## config.mk

```make
export PLATFORM = sky130hd
export DESIGN_NAME = immx_prefix_top
export DESIGN_NICKNAME = d
export VERILOG_FILES = /design/src/rtl/immx_pkg.sv /design/src/rtl/immx_slot.sv /design/src/rtl/immx_merge.sv /design/src/rtl/immx_prefix_top.sv
export SDC_FILE = /design/constraint.sdc
export NUM_CORES = 1
export LEC_CHECK = 0
export BUFFER_PORTS_ARGS = -buffer_cell sky130_fd_sc_hd__buf_2
export CAP_MARGIN = 20
export CORE_ASPECT_RATIO = 0.8
export CORE_MARGIN = 5
export CORE_UTILIZATION = 45
export CTS_CLUSTER_SIZE = 24
export DETAILED_ROUTE_END_ITERATION = 12
export PLACE_DENSITY = 0.67
export SYNTH_ARGS = -nofsm -noshare
export SYNTH_HDL_FRONTEND = slang
export SYNTH_SLANG_ARGS = --single-unit
```

## constraint.sdc

```tcl
create_clock -name clk -period 2.3 [get_ports clk]
set_input_delay 0.23 -clock clk [delete_from_list [all_inputs] [get_ports clk]]
set_output_delay 0.23 -clock clk [all_outputs]
set_load 0.02 [all_outputs]
```

## src/rtl/immx_pkg.sv

```systemverilog
package immx_pkg;
    parameter int NUM_THREADS = 4;
    parameter int PFX_W       = 23;
    parameter int FIELD_W     = 9;
    localparam int OPND_W     = PFX_W + FIELD_W;
    localparam int TID_W      = $clog2(NUM_THREADS);

    typedef logic [PFX_W-1:0]   pfx_t;
    typedef logic [FIELD_W-1:0] field_t;
    typedef logic [OPND_W-1:0]  opnd_t;
endpackage

```

## src/rtl/immx_slot.sv

```systemverilog
module immx_slot
    import immx_pkg::*;
(
    input  logic clk,
    input  logic rst_n,
    input  logic wr_i,
    input  pfx_t wr_data_i,
    input  logic clr_i,
    output pfx_t held_o
);
    pfx_t held_q;

    // A write beats a clear so that a same-cycle prefix survives its consume.
    always_ff @(posedge clk) begin
        if (!rst_n)
            held_q <= '0;
        else if (wr_i)
            held_q <= wr_data_i;
        else if (clr_i)
            held_q <= '0;
    end

    assign held_o = held_q;

    assert_prefix_stored_R1: assert property (@(posedge clk) disable iff (!rst_n)
        wr_i |=> held_o == $past(wr_data_i));

    assert_cleared_after_use_R3: assert property (@(posedge clk) disable iff (!rst_n)
        (clr_i && !wr_i) |=> held_o == '0);

    assert_idle_holds_R8: assert property (@(posedge clk) disable iff (!rst_n)
        (!clr_i && !wr_i) |=> $stable(held_o));
endmodule

```

## src/rtl/immx_merge.sv

```systemverilog
module immx_merge
    import immx_pkg::*;
(
    input  pfx_t                   held_i [NUM_THREADS],
    input  logic [TID_W-1:0]       tid_i,
    input  logic                   use_i,
    input  field_t                 field_i,
    output opnd_t                  opnd_o,
    output logic                   vld_o
);
    // Unconditional merge: an empty slot contributes zeros.
    always_comb begin
        opnd_o = {held_i[tid_i], field_i};
        vld_o  = use_i;
    end
endmodule

```

## src/rtl/immx_prefix_top.sv

```systemverilog
module immx_prefix_top
    import immx_pkg::*;
(
    input  logic              clk,
    input  logic              rst_n,
    input  logic [TID_W-1:0]  thread_i,
    input  logic              pfx_vld_i,
    input  logic [PFX_W-1:0]  pfx_data_i,
    input  logic              use_vld_i,
    input  logic [FIELD_W-1:0] use_field_i,
    output logic [OPND_W-1:0] opnd_o,
    output logic              opnd_vld_o
);
    pfx_t held [NUM_THREADS];
    logic [NUM_THREADS-1:0] wr_hit;
    logic [NUM_THREADS-1:0] use_hit;

    for (genvar t = 0; t < NUM_THREADS; t++) begin : g_thread
        always_comb begin
            wr_hit[t]  = pfx_vld_i && (thread_i == TID_W'(t));
            use_hit[t] = use_vld_i && (thread_i == TID_W'(t));
        end

        immx_slot i_slot (
            .clk       (clk),
            .rst_n     (rst_n),
            .wr_i      (wr_hit[t]),
            .wr_data_i (pfx_data_i),
            .clr_i     (use_hit[t]),
            .held_o    (held[t])
        );

        assert_upper_zero_after_use_R3: assert property (@(posedge clk) disable iff (!rst_n)
            ($past(use_hit[t] && !wr_hit[t]) && use_hit[t]) |-> opnd_o[OPND_W-1:FIELD_W] == '0);
    end

    immx_merge i_merge (
        .held_i  (held),
        .tid_i   (thread_i),
        .use_i   (use_vld_i),
        .field_i (use_field_i),
        .opnd_o  (opnd_o),
        .vld_o   (opnd_vld_o)
    );

    assert_low_field_R2: assert property (@(posedge clk) disable iff (!rst_n)
        opnd_vld_o |-> opnd_o[FIELD_W-1:0] == use_field_i);
endmodule

```

After elaboration in Yosys (flattened, before gate mapping)
Index checks and enable logic that the tools add are counted.
{"block": "word_totals", "register_bits": 92, "inputBits": 38, "output_inout_bits": 33, "word_cells": 33}
{"block": "op_classes", "n_lt_le_gt_ge": 1, "eq_ne": 3, "mux": 11, "bitwise_logic": 1, "reduce_logical": 13}
{"cell": "23-bit two-way mux", "count": 10}
{"cell": "23-bit binary-select mux with 2-bit select", "count": 1}
{"cell": "1-bit logical AND", "count": 8}
{"cell": "2-bit nonzero test", "count": 4}
{"cell": "2-bit equality test, second input constant", "count": 2}
{"cell": "3-bit greater-or-equal comparator, second input constant", "count": 1}
{"cell": "2-bit NOT with 3-bit output", "count": 1}
{"cell": "2-bit by 1-bit equality test with 1-bit output, second input constant", "count": 1}
{"cell": "2-bit logical NOT", "count": 1}

Logic depth before layout (Yosys ltp)
Gate-level depths: netlist (run 1).
{"block": "depth", "word_depth": 4, "ltp_mapped": 5, "ltp_nobuf": 3}

By module
A second synthesis (run 1) with hierarchy kept.
{"block": "hier_totals", "cells_unflattened": 454, "hier_area_um2": 4341.7}
{"mod": "immx_slot", "instances": 4, "cells_per_inst": 102, "area_each_um2": 903.4, "seq_area_each_um2": 460.4}
{"mod": "immx_merge", "instances": 1, "cells_per_inst": 38, "area_each_um2": 665.6, "seq_area_each_um2": 0.0}
{"mod": "immx_prefix_top", "instances": 1, "cells_per_inst": 8, "area_each_um2": 62.6, "seq_area_each_um2": 0.0}

Least setup slack after synthesis (run 1)
OpenSTA, ideal clock, no wires.
{"block": "synth_timing", "kind": "input to output", "from": "input port thread_i[0]", "to": "output port opnd_o[10]", "arrival_time_ns": 1.109, "setup_slack_ns": 0.961, "stages": 3, "n_path_buf": 2, "cell_sequence": "buf_6 buf_6 mux4_2"}
{"block": "synth_via", "elab_chain_len": 4}
{"element": "from (decl)", "line": "immx_prefix_top.sv:6", "source": "input logic [TID_W-1:0] thread_i,"}
{"element": "2-bit NOT with 3-bit output (implied by the code)", "line": "immx_merge.sv:13", "source": "opnd_o = {held_i[tid_i], field_i};"}
{"element": "23-bit binary-select mux with 2-bit select", "line": "immx_merge.sv:13"}
{"element": "23-bit two-way mux (implied by the code) (2 in series)", "line": "immx_merge.sv:13"}
{"element": "to (decl)", "line": "immx_prefix_top.sv:11", "source": "output logic [OPND_W-1:0] opnd_o,"}
No other way between the ends. The select of a mux whose other input is x is not followed.

Final worst setup path (run 1)
{"block": "layout_timing", "from": "input port thread_i[1]", "to": "output port opnd_o[14]"}
The elaborated chain is that of the path after synthesis.

==> results of run 1 <==
cells in the final DEF (no fill, tap or decap), drive strengths merged:
| cell | count |
|---|---|
| mux4 | 23 |
| nor2 | 1 |
| o31a | 2 |
| dfxtp | 92 |
| nand2 | 23 |
| clkinv | 2 |
| buf | 67 |
| o21ai | 1 |
| o2bb2ai | 92 |
| inv | 2 |
| bufinv | 2 |
| o21a | 2 |
| clkbuf | 10 |
| clkinvlp | 2 |
| nand3 | 4 |
area by class of cell:
class,instances,area [sq um]
clock inverters,6,88.8
clock buffers,10,128
fillers,729,3750
repair buffers,67,398
well taps,108,135
inverters,2,7.51
multi-input cells,148,1490
flip-flops and latches,92,1840
cell families (layout without fill, tap and decap cells):
| kind of cell | Yosys count | in the layout | share of synthesized area |
|---|---|---|---|
| multiplexers | 23 | 23 | 0.149 |
| AND/OR/NAND/NOR | 28 | 28 | 0.0308 |
| buffers and inverters | 37 | 85 | 0.0672 |
| flip-flops | 92 | 92 | 0.515 |
| AO/OA/AOI/OAI | 97 | 97 | 0.238 |
tightest hold or removal path, delay by kind of cell:
family	cells	cell delay [ns]
AO/OA/AOI/OAI	1	0.13
AND/OR/NAND/NOR	1	0.09
buffers and inverters	1	0.07
synth_stat cells:
| library cell | instances |
|---|---|
| buf_2 | 12 |
| inv_2 | 1 |
| clkbuf_1 | 5 |
| dfxtp_1 | 92 |
| o2bb2ai_2 | 1 |
| buf_6 | 5 |
| nand2_1 | 23 |
| mux4_2 | 19 |
| nor2_1 | 1 |
| o21a_1 | 2 |
| o31a_1 | 2 |
| nand3_1 | 4 |
| buf_4 | 13 |
| inv_1 | 1 |
| mux4_1 | 4 |
| o2bb2ai_1 | 91 |
| o21ai_0 | 1 |
power by group through the flow:
stage               registers (mW)  logic [mW]  clock network (mW)
floorplan                     1.70       0.232                   0
global placement              1.71       0.304                   0
detailed placement            1.71       0.308                   0
CTS                           1.67       0.309                1.19
global route                  1.68       0.331                1.26
finish                        1.67       0.307                1.16
routing by layer:
metal | global-route usage | routed length (um) | up-vias
li1 | - | - | 1169
met1 | 0.256 | 3850 | 1223
met2 | 0.294 | 4080 | 87
met3 | 0.0451 | 545 | 13
met4 | 0.0509 | 88 | 0
met5 | 0 | 0 | -
worst min path at each step:
stage                                             start                       endpoint  slack, ns  depth (start not counted)
final                                    pfx_data_i[21]  g_thread[1].i_slot.held_o[21]       0.19                          3
after global routing                      pfx_data_i[9]   g_thread[0].i_slot.held_o[9]       0.19                          3
after CTS                                 pfx_data_i[9]   g_thread[1].i_slot.held_o[9]       0.18                          3
after detailed placement   g_thread[2].i_slot.held_o[2]   g_thread[2].i_slot.held_o[2]       0.44                          1
after global placement    g_thread[3].i_slot.held_o[16]  g_thread[3].i_slot.held_o[16]       0.44                          1
after floorplan           g_thread[1].i_slot.held_o[14]  g_thread[1].i_slot.held_o[14]       0.42                          1
metrics by stage:
step	cell area (sq um)	util	setup WS, ns
after floorplan	3570	-	0.961
after global placement	3870	0.494	0.572
after detailed placement	3870	0.494	0.545
after CTS	4090	0.522	0.638
after global routing	4090	0.522	0.600
final	4090	0.522	0.651
==> metrics.txt, run 1 <==
status finished clean; hold buffer count at CTS 0; setup repair after global routing missed its margin no; Critical R2R Launch g_thread[1].i_slot.held_o[15]; row count 29; setup_tns 0 ns; initial antenna violation count 0; Final Non-Filler Cells 433; unique cell type count in the Yosys netlist 17; CP endpoint opnd_o[14]; Post-Synthesis Cells 277; switching power 0.759 mW; grt ovf 0; Crit Path Class in2out; largest net degree at the start of global routing 24; number of global-route vias before repair 2,674; Num Clock Sinks 92; final hold slack around 0.19 ns; routability congestion estimate ~0.74; mapped cell area 3570 sq um; die width ~110 um; die area 9840 sq um; total I/O pin count 71; r2r setup slk ~1.7 ns; clk slew on worst S/H paths 0.09 ns; synthesized net count 315; Critical R2R Capture g_thread[1].i_slot.held_o[15]; Synth area leader dfxtp_1; slew at the pin closest to its max-slew limit 1.06 ns; Die H 89.7 um; final worst path period need 1.65 ns; Ys Warns 0; Via Count 2,492; crit-path leading delay family buffers and inverters; critical path launch point type primary input; sequential fraction of design power 0.532; post-route ant nets 0; Slew Limit Fails 0; Core Region 7840 sq um; f_max about 0.61 GHz; Crit path largest cell delay ~0.35 ns; Min-Delay Path Class in2reg; slowest CP cell mux4_2; PD cells 767 nW/um^2; I/O Buffers 52; initial core utilization 0.456; clk_skew 0 ns; final net count 358; syn avg cell area 12.9 sq um; Worst R2R Path Depth 1; WP buf/inv 3; drt wl/cell between 15 and 20 um; Skew-Pair Late Insertion Delay 0.35 ns; final hold viol count 0; Rel. slew slack 0.291; Avg Vias per Cell 5.76; # setup viols final 0; Critical Path AT roughly 1.4 ns; crit-path cells buf_2 -> buf_4 -> mux4_2 -> buf_2; Most Frequent Cell on Critical Path buf_2; ant diodes 0; Placed Instances 417; Critical Path Source thread_i[1]; sequential fraction of the synthesis area 0.515; required time worst endpoint approximately 2.1 ns; Yosys top cell area share 0.515; share of post-route cells with drive strength above 1 0.317; clk buf depth 2; Setup Fix Bufs, Post-CTS 0; Yosys reg bits 92; max FFs per register 92; Tot GR Track Use 0.187; final period utilization 0.717; Crit. path cell count 4; Worst Path Max Fanout 16; Post-DP HPWL 5.54 mm; DRT iter0 DRCs 129; Lkg Pwr 1.54 nW; ranking of synthesized cells by area dfxtp_1, o2bb2ai_1, mux4_2; Setup crit end kind primary output; power consumption 3.14 mW; internal power 2.38 mW; PostCTS Resize Cnt 0; total CTS buffers 9; DRC viols 0; total wire length 8.57 mm; MaxCap Viol Count 0; drt pass-1 iters 5; Root Driver clkbuf_8; synthesis-to-finish area growth 14.5%; CTS tree done; worst vdd ir between 0.3 and 0.4 mV; H-tree levels 3; switch share 0.242; clock power share 0.370; global-route wire length before repair 14.4 mm; Logic pwr share 0.098
No activity file was read; power rests on OpenSTA's default activity.
==> run 2, diff against run 1 <==
--- a/config.mk
+++ b/config.mk
@@ -5,6 +5,7 @@
 export SDC_FILE = /design/constraint.sdc
 export NUM_CORES = 1
 export LEC_CHECK = 0
+export ABC_AREA = 1
 export BUFFER_PORTS_ARGS = -buffer_cell sky130_fd_sc_hd__buf_2
 export CAP_MARGIN = 20
 export CORE_ASPECT_RATIO = 0.8
==> constraint.sdc (replaced) <==
create_clock -name clk -period 1.6 [get_ports clk]
set_input_delay 0.16 -clock clk [delete_from_list [all_inputs] [get_ports clk]]
set_output_delay 0.16 -clock clk [all_outputs]
set_load 0.02 [all_outputs]
==> run 2 against run 1 <==
  * Hold slack got worse by 0.12 ns
  * Via count increased by 50%
  * Critical path type unchanged
  * Non-clock buffer count increased by 1
  * Critical endpoint is now opnd_o[17]
  * Synthesized cell count increased by 100%
  * Register-to-register slack got worse by 0.77 ns
  * Sequential power increased by 43%
  * Clock skew unchanged
  * First-iteration DRC count increased to 2.7 times the previous value
  * Total power increased by 47%
  * Sequential share of layout area decreased by 3.7 points
  * Die area increased by 10%
  * Largest cell class unchanged
==> metrics.txt, run 2 <==
initial core utilization 0.466; critical path launch point type primary input; Worst R2R Path Depth 2; MaxCap Viol Count 0; asr flop ratio synth 0; clk_skew 0 ns; Rel. slew slack 0.621; share of post-route cells with drive strength above 1 0.163; number of synthesized flops with an enable pin 0; largest net degree at the start of global routing 93; Core Region 8560 sq um; Post-Synthesis Cells 554; switching power approximately 1.2 mW; status finished clean; initial antenna violation count 0; final worst path period need approximately 1.4 ns; final period utilization 0.861; Critical Path AT 1.22 ns; die width approximately 120 um; routability congestion estimate roughly 0.8; number of global-route vias before repair 3,498; slew at the pin closest to its max-slew limit 0.567 ns; hold buffer count at CTS 0; row count 30; setup repair after global routing missed its margin no; commonest cells after routing, fill and taps aside nand2_1, a21oi_1, dfxtp_1, nand3_1, buf_2; Yosys reg bits 92; count leader, synth nand2_1; clock power share 0.375; Worst Path Max Fanout 22; grt ovf 0; global-route wire length before repair 17.0 mm; Post-DP HPWL 6.19 mm; clk slew on worst S/H paths 0.09 ns; Logic pwr share 0.107; ant diodes 0; worst vdd ir 0.460 mV; Crit Path Class in2out; f_max 0.726 GHz; Crit. path cell count 7; H-tree levels 3; PD cells a little over 1000 nW/um^2; most common cell after layout, fill and taps aside nand2_1; total I/O pin count 71; r2r setup slk 0.95 ns; DRT iter0 DRCs between 300 and 400; sequential fraction of design power 0.518; CTS tree done; Die H 94.2 um; Tot GR Track Use 0.195; Placed Instances 679; Min-Delay Path Class in2reg; crit-path leading delay family buffers and inverters; Setup crit end kind primary output; Fillers between 800 and 900; setup_tns 0 ns; internal power between 3 and 4 mW; total wire length 10.2 mm; slowest CP cell buf_4; Final Non-Filler Cells 695; I/O Buffers between 50 and 60; synthesis-to-finish area growth 11.9%; Most Frequent Cell on Critical Path buf_2; crit-path cells buf_2 -> inv_1 -> nor2_4 -> buf_4 -> nand2_1 -> nand4_1 -> buf_2; Ys Warns 0; Crit path largest cell delay 0.28 ns; post-route ant nets 0; Skew-Pair Late Insertion Delay 0.36 ns; required time worst endpoint between 1 and 1.5 ns; sequential fraction of the synthesis area 0.462; die area ~11,000 sq um; Lkg Pwr 1.65 nW; WP buf/inv 4; clk buf depth 2; Final Instance Area between 4000 and 5000 sq um; switch share 0.257; unique cell type count in the Yosys netlist 15; final core utilization 0.521; ranking of synthesized cells by area dfxtp_1, nand2_1, a21oi_1; # setup viols final 0; drt wl/cell roughly 15 um; syn avg cell area 7.20 sq um; synth cell count leaders nand2_1, a21oi_1, dfxtp_1; hold depth 3; Hold EP g_thread[3].i_slot.held_o[4]; Yosys top cell area share 0.462; Critical R2R Capture g_thread[1].i_slot.held_o[22]; mapped cell area approximately 4000 sq um; Root Driver clkbuf_8; Placed Area around 4200 sq um; max FFs per register 92; synthesized net count 592; Slew Limit Fails 0; top_reg_cell synth dfxtp_1; Setup Fix Bufs, Post-CTS 0; DRC viols 0; Num Clock Sinks 92; power consumption 4.62 mW; total CTS buffers 9; Via Count 3,739; Critical R2R Launch g_thread[1].i_slot.held_o[22]; drt pass-1 iters 5; final hold viol count 0; final net count about 620; hold_sp pfx_data_i[4]; Avg Vias per Cell 5.38; PostCTS Resize Cnt 0; Synth area leader dfxtp_1
==> run 2: cell count changes in the layout (fill, tap and decap cells not counted), sizes merged, moves of 2 or more <==
cell	previous run	this run
inv	2	6
o31a	2	0
o21a	2	0
nand2	23	213
mux4	23	0
nand4	0	23
nand3	4	69
a21oi	0	92
nor2	1	4
o2bb2ai	92	0
==> run 2: logic make-up (layout without fill, tap and decap cells) <==
logic type / Yosys count / count (layout) / synth area share
simple gates: 309 / 309 / 0.332
buf+inv: 61 / 90 / 0.0910
compound gates: 92 / 92 / 0.115
flops: 92 / 92 / 0.462
==> run 2: how the worst max path moves through the flow <==
| stage | startpoint | endpoint | slack (ns) |
|---|---|---|---|
| after floorplan | thread_i[0] | opnd_o[10] | 0.54 |
| after global placement | thread_i[1] | opnd_o[19] | 0.27 |
| after detailed placement | thread_i[0] | g_thread[1].i_slot.held_o[22] | 0.23 |
| after CTS | thread_i[1] | opnd_o[17] | 0.24 |
| after global routing | thread_i[1] | opnd_o[18] | 0.11 |
| final | thread_i[1] | opnd_o[17] | 0.22 |
==> run 2: layer usage <==
layer | share of wire | global-route usage | routed length (um) | vias to the layer above
li1 | - | - | - | 1870
met1 | 0.47 | 0.270 | 4770 | 1750
met3 | 0.067 | 0.0547 | 680 | 14
met4 | 0.013 | 0.0714 | 133 | 0
met2 | 0.45 | 0.288 | 4580 | 105
met5 | 0 | 0 | 0 | -
==> run 2: stage by stage <==
step	worst slack, ns	hold slack (ns)
floorplan	0.541	0.307
CTS	0.236	0.0635
detailed placement	0.234	0.320
finish	0.222	0.0743
global route	0.111	0.0692
global placement	0.273	0.320
==> run 2: final cells by class <==
cell class	instances	area (sq um)	share of cell area
inverters	6	22.5	0.00505
flip-flops and latches	92	1840	0.413
clock buffers	10	138	0.0308
well taps	112	140	0.0314
clock inverters	6	87.6	0.0196
multi-input cells	401	1800	0.404
repair buffers	68	430	0.0965
==> run 2: power groups by stage <==
stage / registers (mW) / clock network [mW] / logic (mW)
after floorplan: 2.44 / 0 / 0.357
after global placement: 2.45 / 0 / 0.487
after detailed placement: 2.45 / 0 / 0.493
after CTS: 2.39 / 1.78 / 0.495
after global routing: 2.40 / 1.88 / 0.546
final: 2.39 / 1.73 / 0.495
==> run 2: tightest hold or removal path, cell delays in order <==
cell	delay (ns)
buf_2	0.12
nand2_1	0.06
a21oi_1	0.05
==> run 3, diff against run 2 <==
--- a/config.mk
+++ b/config.mk
@@ -5,15 +5,14 @@
 export SDC_FILE = /design/constraint.sdc
 export NUM_CORES = 1
 export LEC_CHECK = 0
-export ABC_AREA = 1
 export BUFFER_PORTS_ARGS = -buffer_cell sky130_fd_sc_hd__buf_2
 export CAP_MARGIN = 20
 export CORE_ASPECT_RATIO = 0.8
-export CORE_MARGIN = 5
-export CORE_UTILIZATION = 45
+export CORE_MARGIN = 2
+export CORE_UTILIZATION = 54
 export CTS_CLUSTER_SIZE = 24
 export DETAILED_ROUTE_END_ITERATION = 12
-export PLACE_DENSITY = 0.67
+export PLACE_DENSITY = 0.78
 export SYNTH_ARGS = -nofsm -noshare
 export SYNTH_HDL_FRONTEND = slang
 export SYNTH_SLANG_ARGS = --single-unit
==> run 3 against run 2 <==
  * Die area shrank 33%
  * Utilization grew 12 points
  * Cell area shrank 7.2%
  * Via count shrank 29%
  * Flip-flop and latch count is the same
  * Global-route usage grew 5.4 points
  * Total power shrank 4.8%
  * Clock-buffer cell count is the same
  * Clock power shrank 12%
  * Hold slack gained 0.039 ns
  * Clock skew is the same
  * Critical path type is now reg2out
  * Critical endpoint is now opnd_o[25]
==> metrics.txt, run 3 (synthesis results as in run 1) <==
status finished clean; Root Driver clkbuf_8; H-tree levels 3; slew at the pin closest to its max-slew limit 0.342 ns; Lkg Pwr 1.59 nW; CTS tree done; Placed Instances 403; number of global-route vias before repair 2,717; final worst path period need 1.56 ns; DRC viols 0; final hold viol count 0; Tot GR Track Use 0.249; final period utilization 0.973; Worst R2R Path Depth 1; total wire length 8.58 mm; Crit Path Class reg2out; most common cell after layout, fill and taps aside dfxtp_1; Die H 76.8 um; setup repair after global routing missed its margin no; commonest cells after routing, fill and taps aside dfxtp_1, o2bb2ai_1, buf_2, nand2_1, buf_4; Rel. slew slack 0.771; Core Region 6410 sq um; Critical Path Source g_thread[1].i_slot.held_o[16]; DRT iter0 DRCs 137; Setup crit end kind primary output; CP endpoint opnd_o[25]; drt wl/cell 20.5 um; total I/O pin count 71; # setup viols final 0; final core utilization 0.646; post-route ant nets 0; Slew Limit Fails 0; Placed Area 3950 sq um; synthesis-to-finish area growth 15.8%; Avg Vias per Cell 6.32; total CTS buffers 9; grt ovf 0; Post-DP HPWL around 5.8 mm; Critical R2R Capture g_thread[2].i_slot.held_o[9]; clk slew on worst S/H paths 0.09 ns; max FFs per register 92; setup_tns 0 ns; power consumption 4.40 mW; r2r setup slk 1.03 ns; ant diodes 0; worst vdd ir 0.594 mV; Via Count 2,650; row count 26; critical path launch point type flop; routability congestion estimate 0.772; die area roughly 7300 sq um; I/O Buffers 52; drt pass-1 iters 4; clk_skew 0 ns; final net count roughly 370; share of post-route cells with drive strength above 1 0.337; global-route wire length before repair approximately 14 mm; Final Instance Area 4140 sq um; MaxCap Viol Count 0; Skew-Pair Late Insertion Delay 0.35 ns; Setup Fix Bufs, Post-CTS 0; Critical R2R Launch g_thread[2].i_slot.held_o[9]; initial antenna violation count 0; Num Clock Sinks 92; Critical Path AT 1.40 ns; die width 95.0 um; initial core utilization 0.558; f_max 0.643 GHz; required time worst endpoint 1.44 ns; PD cells 1060 nW/um^2; Min-Delay Path Class in2reg; largest net degree at the start of global routing 21; Final Non-Filler Cells 419; Worst Path Max Fanout 2; clk buf depth 2
[run 3: changes by cell type in the layout (fill, tap and decap cells not counted), moves of 3 or more]
| cell | change |
|---|---|
| a21oi_1 | -92 |
| buf_4 | +9 |
| inv_1 | -3 |
| mux4_1 | +4 |
| mux4_2 | +19 |
| nand2_1 | -185 |
| nand2_2 | -5 |
| nand3_1 | -65 |
| nand4_1 | -23 |
| nor2_4 | -3 |
| o2bb2ai_1 | +91 |
[run 3: per-layer routing]
layer	GRT usage	vias to the layer above	part of all wire
li1	-	1190	-
met1	0.318	1325	0.43
met2	0.388	117	0.47
met3	0.0914	18	0.087
met4	0.0913	0	0.016
met5	0	-	0
[run 3: how the worst min path moves through the flow]
stage	start	endpoint	slack (ns)	depth (start not counted)
2_1_floorplan	pfx_data_i[0]	g_thread[0].i_slot.held_o[0]	0.36	2
3_3_place_gp	use_field_i[4]	opnd_o[4]	0.32	0
3_5_place_dp	use_field_i[4]	opnd_o[4]	0.32	0
4_1_cts	pfx_data_i[21]	g_thread[3].i_slot.held_o[21]	0.11	3
5_1_grt	pfx_data_i[5]	g_thread[0].i_slot.held_o[5]	0.13	3
6_report	pfx_data_i[21]	g_thread[3].i_slot.held_o[21]	0.11	3
[run 3: power by group]
part           internal, mW  switching (mW)
combinational         0.199           0.272
sequential             2.36          0.0394
clock                 0.722           0.804
total                  3.28            1.12
[run 3: final cells by class]
cell class	count	area, sq um
Multi-Input combinational cell	148	1490
Tap cell	84	105
Fill cell	458	2270
Clock inverter	6	65.1
Inverter	2	7.51
Timing Repair Buffer	77	500
Clock buffer	10	128
Sequential cell	92	1840
[run 3: timing repair]
| item | in CTS | in global routing |
|---|---|---|
| hold buffers | 0 | 0 |
| gates resized for setup | 0 | 1 |
| setup endpoints to repair | 0 | 2 |
[run 3: stage by stage]
step | hold slack, ns | setup slack (ns)
after global placement | 0.320 | 0.0416
after global routing | 0.125 | 0.0216
after floorplan | 0.360 | 0.401
final | 0.114 | 0.0438
after detailed placement | 0.320 | 0.0312
after CTS | 0.110 | 0.0305
[run 3: worst max-delay path, stage by stage, from the launching register on]
cell,delay [ns]
dfxtp_1,0.32
mux4_1,0.53
buf_2,0.19
